### config.mk
export PLATFORM = sky130hd
export DESIGN_NAME = ctl_ep_fifo
export DESIGN_NICKNAME = d
export VERILOG_FILES = /design/src/rtl/ctl_ep_pkg.sv /design/src/rtl/cef_buf.sv /design/src/rtl/cef_ctrl.sv /design/src/rtl/ctl_ep_fifo.sv
export SDC_FILE = /design/constraint.sdc
export NUM_CORES = 1
export LEC_CHECK = 0
export ABC_CLOCK_PERIOD_IN_PS = 4500
export BUFFER_PORTS_ARGS = -buffer_cell sky130_fd_sc_hd__buf_2
export CORE_MARGIN = 2
export CORE_UTILIZATION = 60
export CTS_CLUSTER_SIZE = 10
export DETAILED_ROUTE_END_ITERATION = 8
export GPL_TIMING_DRIVEN = 0
export PLACE_DENSITY = 0.87
export SLEW_MARGIN = 15
export SYNTH_ARGS = -nofsm -noshare
export SYNTH_HDL_FRONTEND = slang
export SYNTH_SLANG_ARGS = --single-unit
### constraint.sdc
create_clock -name clk -period 4.5 [get_ports clk]
set_input_delay 0.45 -clock clk [delete_from_list [all_inputs] [get_ports clk]]
set_output_delay 0.45 -clock clk [all_outputs]
set_load 0.03 [all_outputs]
### src/rtl/ctl_ep_pkg.sv
package ctl_ep_pkg;
  typedef enum logic {
    DIR_H2M = 1'b0,
    DIR_M2H = 1'b1
  } xfer_dir_e;
endpackage

### src/rtl/cef_buf.sv
module cef_buf #(
  parameter int DEPTH = 8,
  parameter int DW    = 8,
  localparam int PW   = (DEPTH > 1) ? $clog2(DEPTH) : 1,
  localparam int CW   = $clog2(DEPTH + 1)
) (
  input  logic          clk,
  input  logic          rst_n,
  input  logic          flush,
  input  logic          push_req,
  input  logic [DW-1:0] push_data,
  input  logic          pop_req,
  output logic [DW-1:0] head_data,
  output logic [CW-1:0] fill,
  output logic          empty,
  output logic          ovf_hit
);
  logic [PW-1:0] wp, wp_d, rp, rp_d;
  logic [CW-1:0] cnt_d;
  logic          full, push_ok, pop_ok;
  logic [DEPTH-1:0] slot_we;
  logic [DW-1:0] mem [DEPTH];

  assign full    = (fill == CW'(DEPTH));
  assign empty   = (fill == '0);
  assign push_ok = push_req && !full && !flush;
  assign pop_ok  = pop_req && !empty && !flush;
  assign ovf_hit = push_req && full && !flush;

  function automatic logic [PW-1:0] bump(input logic [PW-1:0] p);
    return (p == PW'(DEPTH - 1)) ? '0 : p + 1'b1;
  endfunction

  always_comb begin
    wp_d  = wp;
    rp_d  = rp;
    cnt_d = fill;
    if (flush) begin
      wp_d  = '0;
      rp_d  = '0;
      cnt_d = '0;
    end else begin
      if (push_ok) wp_d = bump(wp);
      if (pop_ok)  rp_d = bump(rp);
      if (push_ok && !pop_ok)      cnt_d = fill + 1'b1;
      else if (pop_ok && !push_ok) cnt_d = fill - 1'b1;
    end
  end

  always_ff @(posedge clk or negedge rst_n) begin
    if (!rst_n) begin
      wp   <= '0;
      rp   <= '0;
      fill <= '0;
    end else begin
      wp   <= wp_d;
      rp   <= rp_d;
      fill <= cnt_d;
    end
  end

  for (genvar g = 0; g < DEPTH; g++) begin : g_slot
    assign slot_we[g] = push_ok && (wp == PW'(g));
  end

  always_ff @(posedge clk) begin
    for (int i = 0; i < DEPTH; i++) begin
      if (slot_we[i]) mem[i] <= push_data;
    end
  end

  assign head_data = empty ? '0 : mem[rp];
endmodule

### src/rtl/cef_ctrl.sv
module cef_ctrl
  import ctl_ep_pkg::*;
(
  input  logic      clk,
  input  logic      rst_n,
  input  logic      setup,
  input  logic      rx_set,
  input  logic      rx_clr,
  input  logic      tx_set,
  input  logic      tx_done,
  input  logic      buf_empty,
  input  logic      ovf_hit,
  output xfer_dir_e dir,
  output logic      rx_rdy,
  output logic      tx_rdy,
  output logic      overflow,
  output logic      flush
);
  xfer_dir_e dir_d;
  logic rx_d, tx_d, pend, pend_d, ovf_d, flip;

  assign flip  = !setup && rx_clr && pend && buf_empty && (dir == DIR_H2M);
  assign flush = setup || flip;

  always_comb begin
    dir_d  = dir;
    rx_d   = rx_rdy;
    tx_d   = tx_rdy;
    pend_d = pend;
    ovf_d  = overflow || ovf_hit;
    if (setup) begin
      dir_d  = DIR_H2M;
      rx_d   = 1'b0;
      tx_d   = 1'b0;
      pend_d = 1'b1;
    end else begin
      if (rx_clr)                       rx_d = 1'b0;
      else if (rx_set && dir == DIR_H2M) rx_d = 1'b1;
      if (tx_done)                      tx_d = 1'b0;
      else if (tx_set && dir == DIR_M2H) tx_d = 1'b1;
      if (flip) begin
        dir_d  = DIR_M2H;
        pend_d = 1'b0;
      end
    end
  end

  always_ff @(posedge clk or negedge rst_n) begin
    if (!rst_n) begin
      dir      <= DIR_H2M;
      rx_rdy   <= 1'b0;
      tx_rdy   <= 1'b0;
      pend     <= 1'b0;
      overflow <= 1'b0;
    end else begin
      dir      <= dir_d;
      rx_rdy   <= rx_d;
      tx_rdy   <= tx_d;
      pend     <= pend_d;
      overflow <= ovf_d;
    end
  end
endmodule

### src/rtl/ctl_ep_fifo.sv
module ctl_ep_fifo
  import ctl_ep_pkg::*;
#(
  parameter int DEPTH = 8,
  parameter int DW    = 8,
  localparam int CW   = $clog2(DEPTH + 1)
) (
  input  logic          clk,
  input  logic          rst_n,
  input  logic          mcu_wr,
  input  logic [DW-1:0] mcu_wdata,
  input  logic          mcu_rd,
  output logic [DW-1:0] mcu_rdata,
  input  logic          mcu_rx_clr,
  input  logic          mcu_tx_set,
  input  logic          usb_push,
  input  logic [DW-1:0] usb_wdata,
  input  logic          usb_pop,
  output logic [DW-1:0] usb_rdata,
  input  logic          usb_setup,
  input  logic          usb_rx_set,
  input  logic          usb_tx_done,
  output logic          dir_m2h,
  output logic          rx_rdy,
  output logic          tx_rdy,
  output logic [CW-1:0] level,
  output logic          overflow
);
  xfer_dir_e     dir;
  logic          flush, buf_empty, ovf_hit, push_req, pop_req;
  logic [DW-1:0] push_data, head;

  assign push_req  = (dir == DIR_H2M) ? usb_push  : mcu_wr;
  assign push_data = (dir == DIR_H2M) ? usb_wdata : mcu_wdata;
  assign pop_req   = (dir == DIR_H2M) ? mcu_rd    : usb_pop;

  cef_buf #(.DEPTH(DEPTH), .DW(DW)) u_buf (
    .clk(clk), .rst_n(rst_n), .flush(flush),
    .push_req(push_req), .push_data(push_data), .pop_req(pop_req),
    .head_data(head), .fill(level), .empty(buf_empty), .ovf_hit(ovf_hit)
  );

  cef_ctrl u_ctrl (
    .clk(clk), .rst_n(rst_n), .setup(usb_setup),
    .rx_set(usb_rx_set), .rx_clr(mcu_rx_clr),
    .tx_set(mcu_tx_set), .tx_done(usb_tx_done),
    .buf_empty(buf_empty), .ovf_hit(ovf_hit),
    .dir(dir), .rx_rdy(rx_rdy), .tx_rdy(tx_rdy),
    .overflow(overflow), .flush(flush)
  );

  assign dir_m2h   = (dir == DIR_M2H);
  assign mcu_rdata = (dir == DIR_H2M) ? head : '0;
  assign usb_rdata = (dir == DIR_M2H) ? head : '0;
endmodule

==> flow_summary.yaml, run 1 <==
run_status:
  status: "finished, final reports clean"
final_layout:
  num_antenna_cells: 0
  final_nets: 321
  finalNonFillerCells: 362
  drive_gt1_frac: 0.345
  nFillCells: 365
  fin_area_mm2: 0.00412
  area_growth_pct: 16.2
clock_tree:
  cts-buffers-inserted: 9
  cts_max_level: 3
  worst_skew_pair.late_latency_ns: 0.36
  cts_resized: 0
  cts_buffer_depth: 2
  cts_setup_buffers: 0
  cts_root_buf: "clkbuf_8"
  clk_pin_slew_ns: 0.08
  tritoncts: "built"
  clock_sinks: 79
worst_setup_path:
  critPathKind: "reg2reg"
  start_kind: "flop"
  cp.arrival_ns: 3.33
  required_ns: 4.79
  slowest_delay_ns: 0.56
  cp_num_buf_inv: 2
  cp_common_cell: "ha_1"
  crit_path_max_fanout: 9
  worstSetupEndpointType: "flop"
  crit_slowest_cell: "nor4_4"
  crit_family: "simple AND/OR/NAND/NOR gates"
  cp_cell_sequence: "nor4_4, a31oi_4, and2_1, buf_6, ha_1, inv_1, ha_1, a21oi_1, a211oi_1, a31oi_1, mux2i_1"
sta:
  whs_ns: 0.235
  fin_crit_ns: 3.04
  period_share: 0.674
  rsz0062_at_grt: "no"
  relSlewSlack: 0.493
  tns_ns: 0
  hold_viol_final: 0
  worst_pin_slew_ns: 0.760
  max_freq_mhz: 329
  setup_viol: 0
  slew_viol_final: 0
  finalClockSkew_ns: 0.0116
drt:
  wl_per_cell_um: 20.7
  vias: 2144
  via_per_inst: 5.92
  postRouteAntennaNets: 0
  drc: 0
  dr.pass1.iters: 4
  wirelength_um: 7480
  drtIter0Drc: 232
synthesis:
  synth.largest_area_cell: "edfxtp_1"
  synthCells: 221
  post_synth_instance_area_mm2: 0.00355
  avgSynthCellArea_um2: 16.1
  netlist_top_cells_area: "edfxtp_1, dfrtp_1, mux4_2"
  ys_seq_area_frac: 0.648
  synth.distinct_cells: 36
  synth_nets: 260
  synth_top_area_share: 0.542
  synth_flop_cell: "edfxtp_1"
  synth_edf_count: 64
  ys_warn_count: 0
  ys_seq_elements: 79
  synth_async_sr_flop_share: 0.190
pwr:
  p_leak_nw: 1.60
  ir_drop_v: 0.000387
  power_density_mw_per_mm2: 569
place:
  dp.cells: 345
  post_dp_cell_area_mm2: 0.00389
  io_buffers: 49
  dp_hpwl_um: 4890
  place_congestion: 0.799
global_route:
  overflow: 0
  grt_use_met2: 0.402
  grt_max_degree: 16
  busiest_layer: "met2"
  antenna_found_initial: 0
  grt_use_total: 0.251
  met3_usage: 0.0444
  grt_pass1_vias: 2157
  grt_pass1_wl_um: 11400
  grt.met1_usage: 0.317
floorplan:
  io_pins: 51
  die_area_mm2: 0.00654
  die_w_um: 80.9
  initial_core_util: 0.610
  core-area_mm2: 0.00582
  die_y_um: 80.9
  rows: 28
worst_hold_path:
  hold_path.class: "in2reg"
flow_run:
  drv_cap: 0
timing repair:
action | CTS | global route
endpoints found under the hold margin | 15 | 0
hold buffers | 1 | 0
setup endpoints to repair | 0 | 0
power breakdown:
part	leakage [nW]	total (mW)	internal, mW	switching (mW)
clock	0.117	0.579	0.323	0.256
sequential	0.776	0.969	0.912	0.0572
combinational	0.705	0.799	0.283	0.516
total	1.60	2.35	1.52	0.829
final cells by class:
class | instances | area [um^2] | share of cell area
buffer | 12 | 60.1 | 0.0146
multi-input combinational | 123 | 1160 | 0.282
timing repair buffer | 50 | 255 | 0.0619
clock inverter | 4 | 48.8 | 0.0118
inverter | 7 | 26.3 | 0.00637
sequential | 79 | 2300 | 0.557
tap | 75 | 93.8 | 0.0228
clock buffer | 12 | 178 | 0.0431
registers in the layout, indices dropped and copies added (netlist names):
register	cells
u_buf.fill	4
u_buf.mem	64
u_buf.rp	3
u_buf.wp	3
u_ctrl.dir	1
u_ctrl.overflow	1
u_ctrl.pend	1
u_ctrl.rx_rdy	1
u_ctrl.tx_rdy	1
per-stage QoR:
step	total power, mW	utilization	setup WS (ns)
after floorplan	1.55	-	1.70
after global placement	1.73	0.668	1.69
after detailed placement	1.78	0.668	1.52
after CTS	2.35	0.709	1.52
after global routing	2.46	0.709	1.33
final	2.35	0.709	1.46
cells in the final DEF (no fill, tap or decap), types with 3 or more instances in the layout:
cell / instances
edfxtp_1: 64
a21oi_1: 6
inv_1: 7
mux4_2: 16
clkbuf_8: 9
buf_2: 52
nor2_1: 26
dfrtp_1: 15
and3_1: 8
nor3_1: 3
ha_1: 11
nand3_1: 5
nand2b_1: 3
mux2_2: 9
mux2i_1: 12
clkbuf_1: 6
worst reg2reg max path: stages (launching register included):
cell      delay (ns)
dfrtp_1         0.47
nor4_4          0.56
a31oi_4         0.23
and2_1          0.22
buf_6           0.12
ha_1            0.24
inv_1           0.12
ha_1            0.28
a21oi_1         0.20
a211oi_1        0.10
a31oi_1         0.22
mux2i_1         0.20
cells by family after synthesis:
logic type	count (synthesis)	share of synthesized area
xor+xnor	2	0.00494
mux	37	0.164
buf+inv	19	0.0243
fa+ha+maj	12	0.0444
flops	79	0.648
simple gates	55	0.0790
compound gates	17	0.0356
cells in the mapped netlist, types with 2 or more instances:
library cell   n
xor2_1         2
o21ai_0        2
nand2b_1       3
nor2b_1        2
ha_1          11
mux2_2         9
nand2_1        2
dfrtp_1       15
clkbuf_1       5
and3_1         8
nor2_1        26
or2_2          2
inv_1          7
edfxtp_1      64
buf_2          3
a211oi_1       2
nor3_1         3
mux4_2        16
mux2i_1       12
buf_1          2
nand3_1        5
a21oi_1        6
path summary, 6_finish.rpt:
check	depth (start not counted)	to	slack (ns)	from
min in group asynchronous	2	u_buf.rp[1]	0.53	rst_n
min reg2reg	1	u_ctrl.overflow	0.52	u_ctrl.overflow
max reg2reg	11	u_buf.fill[3]	1.46	u_buf.fill[1]
max	11	u_buf.fill[3]	1.46	u_buf.fill[1]
max in group asynchronous	2	u_buf.rp[2]	3.70	rst_n
min	2	u_ctrl.tx_rdy	0.24	usb_tx_done
per-layer routing:
metal / part of all wire / wire [um]
met1: 0.37 / 2800
met3: 0.059 / 442
met4: 0.037 / 275
met2: 0.53 / 3960
met5: 0 / 0
(Power assumes the default switching activity.)
==> run 2: changes to the inputs <==
Settings changed: ABC_CLOCK_PERIOD_IN_PS 4500 to 2820, CORE_UTILIZATION 60 to 57, PLACE_DENSITY 0.87 to 0.84.
Clock period 4.5 ns to 2.82 ns, I/O delays scaled along.
==> flow_summary.yaml, run 2 (synthesis gave the netlist of run 1 again) <==
final_layout:
  layout.core_utilization: 0.696
  final_nets: 327
  top_register: "u_buf.mem"
  largestRegisters: "u_buf.mem: 64 flops, u_buf.fill: 4 flops"
  largest_register_ffs: 64
  finalNonFillerCells: 369
  final_common_cell: "edfxtp_1"
  layout_common_cells: "edfxtp_1, buf_2, nor2_1"
  multi_input_area_mm2: 0.00119
  drive_gt1_frac: 0.372
  area_growth_pct: 16.8
  seq_area_mm2: 0.00230
  nFillCells: 408
drt:
  dr.pass1.iters: 4
  vias: 2123
  via_per_inst: 5.75
  drtIter0Drc: 207
  postRouteAntennaNets: 0
  drc: 0
  wirelength_um: 7100
  wl_per_cell_um: 19.2
sta:
  hold_viol_final: 0
  fin_crit_ns: 2.69
  rsz0062_at_grt: "no"
  max_freq_mhz: 372
  setup_viol: 0
  slew_viol_final: 0
  finalClockSkew_ns: 0.00741
  worst_pin_slew_ns: 0.741
  period_share: 0.952
  relSlewSlack: 0.506
worst_setup_path:
  cp.arrival_ns: 2.40
  reg2reg_slack_ns: 0.18
  worstSetupEndpointType: "output pin"
  required_ns: 2.54
  start_kind: "flop"
  cp_cell_sequence: "clkbuf_1, buf_2, mux4_2, mux2i_1, nor2_1, buf_2"
  crit_family: "buffers and inverters"
  cp_num_buf_inv: 3
  slowest_delay_ns: 0.44
  critPathKind: "reg2out"
  crit_path_max_fanout: 10
  crit_slowest_cell: "clkbuf_1"
  cp_common_cell: "buf_2"
  r2r-end: "u_buf.fill[3]"
  reg2reg_from: "u_buf.fill[2]"
  reg2reg_depth: 11
pwr:
  p_leak_nw: 1.59
  power_density_mw_per_mm2: 870
  ir_drop_v: 0.000741
  p_total_mw: 3.60
clock_tree:
  tritoncts: "built"
  clock_sinks: 79
  clk_pin_slew_ns: 0.08
  cts_max_level: 3
  cts_root_buf: "clkbuf_8"
  cts-buffers-inserted: 9
  cts_buffer_depth: 2
  worst_skew_pair.late_latency_ns: 0.35
place:
  io_buffers: 49
  dp_hpwl_um: 4770
  place_congestion: 0.764
  dp.cells: 345
floorplan:
  die_area_mm2: 0.00687
  rows: 28
  initial_core_util: 0.596
  die_y_um: 82.9
  io_pins: 51
  die_w_um: 82.9
  core-area_mm2: 0.00596
global_route:
  antenna_found_initial: 1
  grt_pass1_wl_um: 11100
  grt_max_degree: 16
  grt_use_total: 0.219
  overflow: 0
  grt_pass1_vias: 2084
worst_hold_path:
  hold_end: "u_ctrl.tx_rdy"
  holdPathStages: 2
  min-delay-start: "usb_tx_done"
  hold_path.class: "in2reg"
flow_run:
  drv_cap: 0
run_status:
  status: "finished, final reports clean"
==> run 2: worst register-to-register path, stage by stage, from the launching register on <==
cell      delay (ns)
dfrtp_2         0.47
nor4_4          0.38
a31oi_4         0.17
and2_1          0.20
buf_6           0.12
ha_1            0.24
inv_2           0.11
ha_4            0.21
a21oi_2         0.16
a211oi_1        0.09
a31oi_1         0.21
mux2i_1         0.20
==> run 2: through the flow <==
stage	setup TNS [ns]	worst slack, ns	instance area (um^2)	hold WS (ns)
floorplan	0	0.0243	3550	-0.0136
CTS	0	0.0210	4080	0.0600
global route	0	0.00287	4140	0.0648
global placement	0	0.0000409	3890	0.203
detailed placement	-0.107	-0.107	3890	0.210
finish	0	0.134	4140	0.0699
==> run 2: power by group <==
part	total, mW	switching (mW)	internal [mW]
logic	1.33	0.814	0.520
clock network	0.721	0.406	0.315
registers	1.55	0.0925	1.46
==> run 2: cell type report <==
type / count / share of cell area
Buffer: 12 / 0.0157
Multi-Input combinational cell: 123 / 0.288
Clock buffer: 10 / 0.0308
Inverter: 7 / 0.00634
Clock inverter: 6 / 0.00876
Tap cell: 75 / 0.0226
Sequential cell: 79 / 0.555
Antenna cell: 1 / 0.000604
Timing Repair Buffer: 56 / 0.0725
==> run 2: worst max path at each step <==
stage | startpoint | endpoint | slack (ns) | depth (start not counted)
floorplan | u_ctrl.dir | u_buf.fill[3] | 0.02 | 12
global placement | u_buf.fill[1] | u_buf.fill[3] | 0.00004 | 11
detailed placement | u_buf.fill[1] | u_buf.fill[3] | -0.11 | 11
CTS | u_buf.fill[2] | u_buf.fill[3] | 0.02 | 11
global route | u_buf.rp[2] | mcu_rdata[2] | 0.003 | 6
finish | u_buf.rp[2] | mcu_rdata[2] | 0.13 | 6
==> run 2: metal layers <==
layer / wire length, um / vias to the layer above / track usage
li1: - / 976 / -
met1: 2900 / 1073 / 0.295
met2: 3680 / 58 / 0.348
met3: 292 / 16 / 0.0308
met4: 227 / 0 / 0.119
met5: 0 / - / 0
==> run 2: timing repair <==
action / 4_1_cts / 5_1_grt
resized for setup: 1 / 8
setup endpoints to repair: 1 / 2
cloned: 0 / 0
hold buffers: 1 / 0
endpoints found under the hold margin: 15 / 0
buffers inserted: 1 / 5
pin swaps: 1 / 2
==> run 3: changes to the inputs <==
Settings changed: GPL_TIMING_DRIVEN 0 to 1.
==> flow_summary.yaml, run 3 (synthesis gave the netlist of run 1 again) <==
run_status:
  status: "finished, final reports clean"
place:
  io_buffers: 50
  dp_hpwl_um: 5020
  place_congestion: 0.822
  place_ws_ns: 0.194
worst_setup_path:
  critPathKind: "reg2reg"
  cp.arrival_ns: 2.96
  slowest_delay_ns: 0.47
  reg2reg_depth: 10
  cp_common_cell: "ha_1"
  crit_path_max_fanout: 7
  cp_cell_sequence: "nor4_4, a31oi_4, and2_1, ha_1, inv_1, ha_1, a21oi_1, a211oi_1, a31oi_1, mux2i_1"
  crit_slowest_cell: "dfrtp_1"
  crit_family: "compound AO/OA/AOI/OAI gates"
  worstSetupEndpointType: "flop"
  start_kind: "flop"
  reg2reg_from: "u_buf.fill[1]"
  reg2reg_slack_ns: 0.12
  cp_num_buf_inv: 1
  required_ns: 3.08
  r2r-end: "u_buf.fill[3]"
final_layout:
  final_common_cell: "edfxtp_1"
  largest_register_ffs: 64
  nFillCells: 394
  largestRegisters: "u_buf.mem: 64 flops, u_buf.fill: 4 flops"
  num_antenna_cells: 0
  layout_common_cells: "edfxtp_1, buf_2, nor2_1"
  top_register: "u_buf.mem"
  area_growth_pct: 17.4
  final_nets: 318
  drive_gt1_frac: 0.366
drt:
  dr.pass1.iters: 4
  vias: 2055
  wl_per_cell_um: 20.1
  wirelength_um: 7220
  via_per_inst: 5.72
  drc: 0
  drtIter0Drc: 107
  postRouteAntennaNets: 0
clock_tree:
  tritoncts: "built"
  cts_buffer_depth: 2
  cts_setup_buffers: 0
  postCtsHoldBufs: 1
  cts_resized: 0
  cts_max_level: 3
  clk_pin_slew_ns: 0.07
  worst_skew_pair.late_latency_ns: 0.34
  cts-buffers-inserted: 9
  clock_sinks: 79
  cts_root_buf: "clkbuf_8"
sta:
  max_freq_mhz: 370
  worst_pin_slew_ns: 0.583
  hold_viol_final: 0
  tns_ns: 0
  slew_viol_final: 0
  setup_viol: 0
  period_share: 0.957
  finalClockSkew_ns: 0.00959
  fin_crit_ns: 2.70
  relSlewSlack: 0.611
  fin_ws_ns: 0.120
  rsz0062_at_grt: "no"
pwr:
  p_leak_nw: 1.62
  power_density_mw_per_mm2: 934
  ir_drop_v: 0.000584
worst_hold_path:
  hold_path.class: "in2reg"
  min-delay-start: "usb_tx_done"
  hold_end: "u_ctrl.tx_rdy"
  holdPathStages: 2
floorplan:
  die_w_um: 82.9
  io_pins: 51
  rows: 28
  die_y_um: 82.9
  core-area_mm2: 0.00596
  die_area_mm2: 0.00687
  initial_core_util: 0.596
global_route:
  antenna_found_initial: 0
  grt_max_degree: 16
  grt_pass1_vias: 2157
  overflow: 0
  grt_use_total: 0.222
  grt_pass1_wl_um: 11300
flow_run:
  drv_cap: 0
-- run 3: changes by cell type in the layout (fill, tap and decap cells not counted), sizes merged --
cell | previous run | this run
clkinv | 3 | 0
clkinvlp | 2 | 0
buf | 60 | 58
clkbuf | 17 | 12
bufinv | 0 | 3
diode | 1 | 0
-- run 3: power by group --
| part | internal, mW | switching, mW |
|---|---|---|
| Sequential | 1.45 | 0.104 |
| Clock | 0.664 | 0.393 |
| Combinational | 0.478 | 0.796 |
| Total | 2.60 | 1.29 |
-- run 3: through the flow --
stage | area, um^2 | utilization | hold WS [ns] | total power, mW | instances
6_report | 4170 | 0.699 | 0.0870 | 3.89 | 359
5_1_grt | 4170 | 0.699 | 0.0806 | 4.06 | 359
4_1_cts | 4170 | 0.699 | 0.0770 | 3.90 | 359
3_5_place_dp | 3890 | 0.653 | 0.212 | 2.84 | 342
3_3_place_gp | 3890 | 0.653 | 0.206 | 2.78 | 342
2_1_floorplan | 3550 | - | -0.0136 | 2.47 | 221
-- run 3: cell type report --
class,count,area [um^2],share of cell area
Inverter,7,26.3,0.00631
Timing Repair Buffer,59,320,0.0769
Sequential cell,79,2300,0.552
Tap cell,75,93.8,0.0225
Clock inverter,4,98.8,0.0237
Multi-Input combinational cell,123,1160,0.279
Clock buffer,12,165,0.0397
-- run 3: how the worst max path moves through the flow --
| stage | start | end | slack, ns | cells past startpoint |
|---|---|---|---|---|
| finish | u_buf.fill[1] | u_buf.fill[3] | 0.12 | 10 |
| global placement | u_buf.fill[1] | u_buf.fill[3] | 0.34 | 10 |
| detailed placement | u_buf.fill[1] | u_buf.fill[3] | 0.19 | 10 |
| CTS | u_buf.fill[1] | u_buf.fill[3] | 0.15 | 10 |
| floorplan | u_ctrl.dir | u_buf.fill[3] | 0.02 | 12 |
| global route | u_buf.fill[1] | u_buf.fill[3] | 0.01 | 10 |
-- run 3: layer usage --
metal,GRT usage,vias to the layer above,wire length (um)
met1,0.273,1016,2870
met5,0,-,0
met2,0.390,72,3890
met3,0.0398,16,302
met4,0.0879,0,146
li1,-,951,-
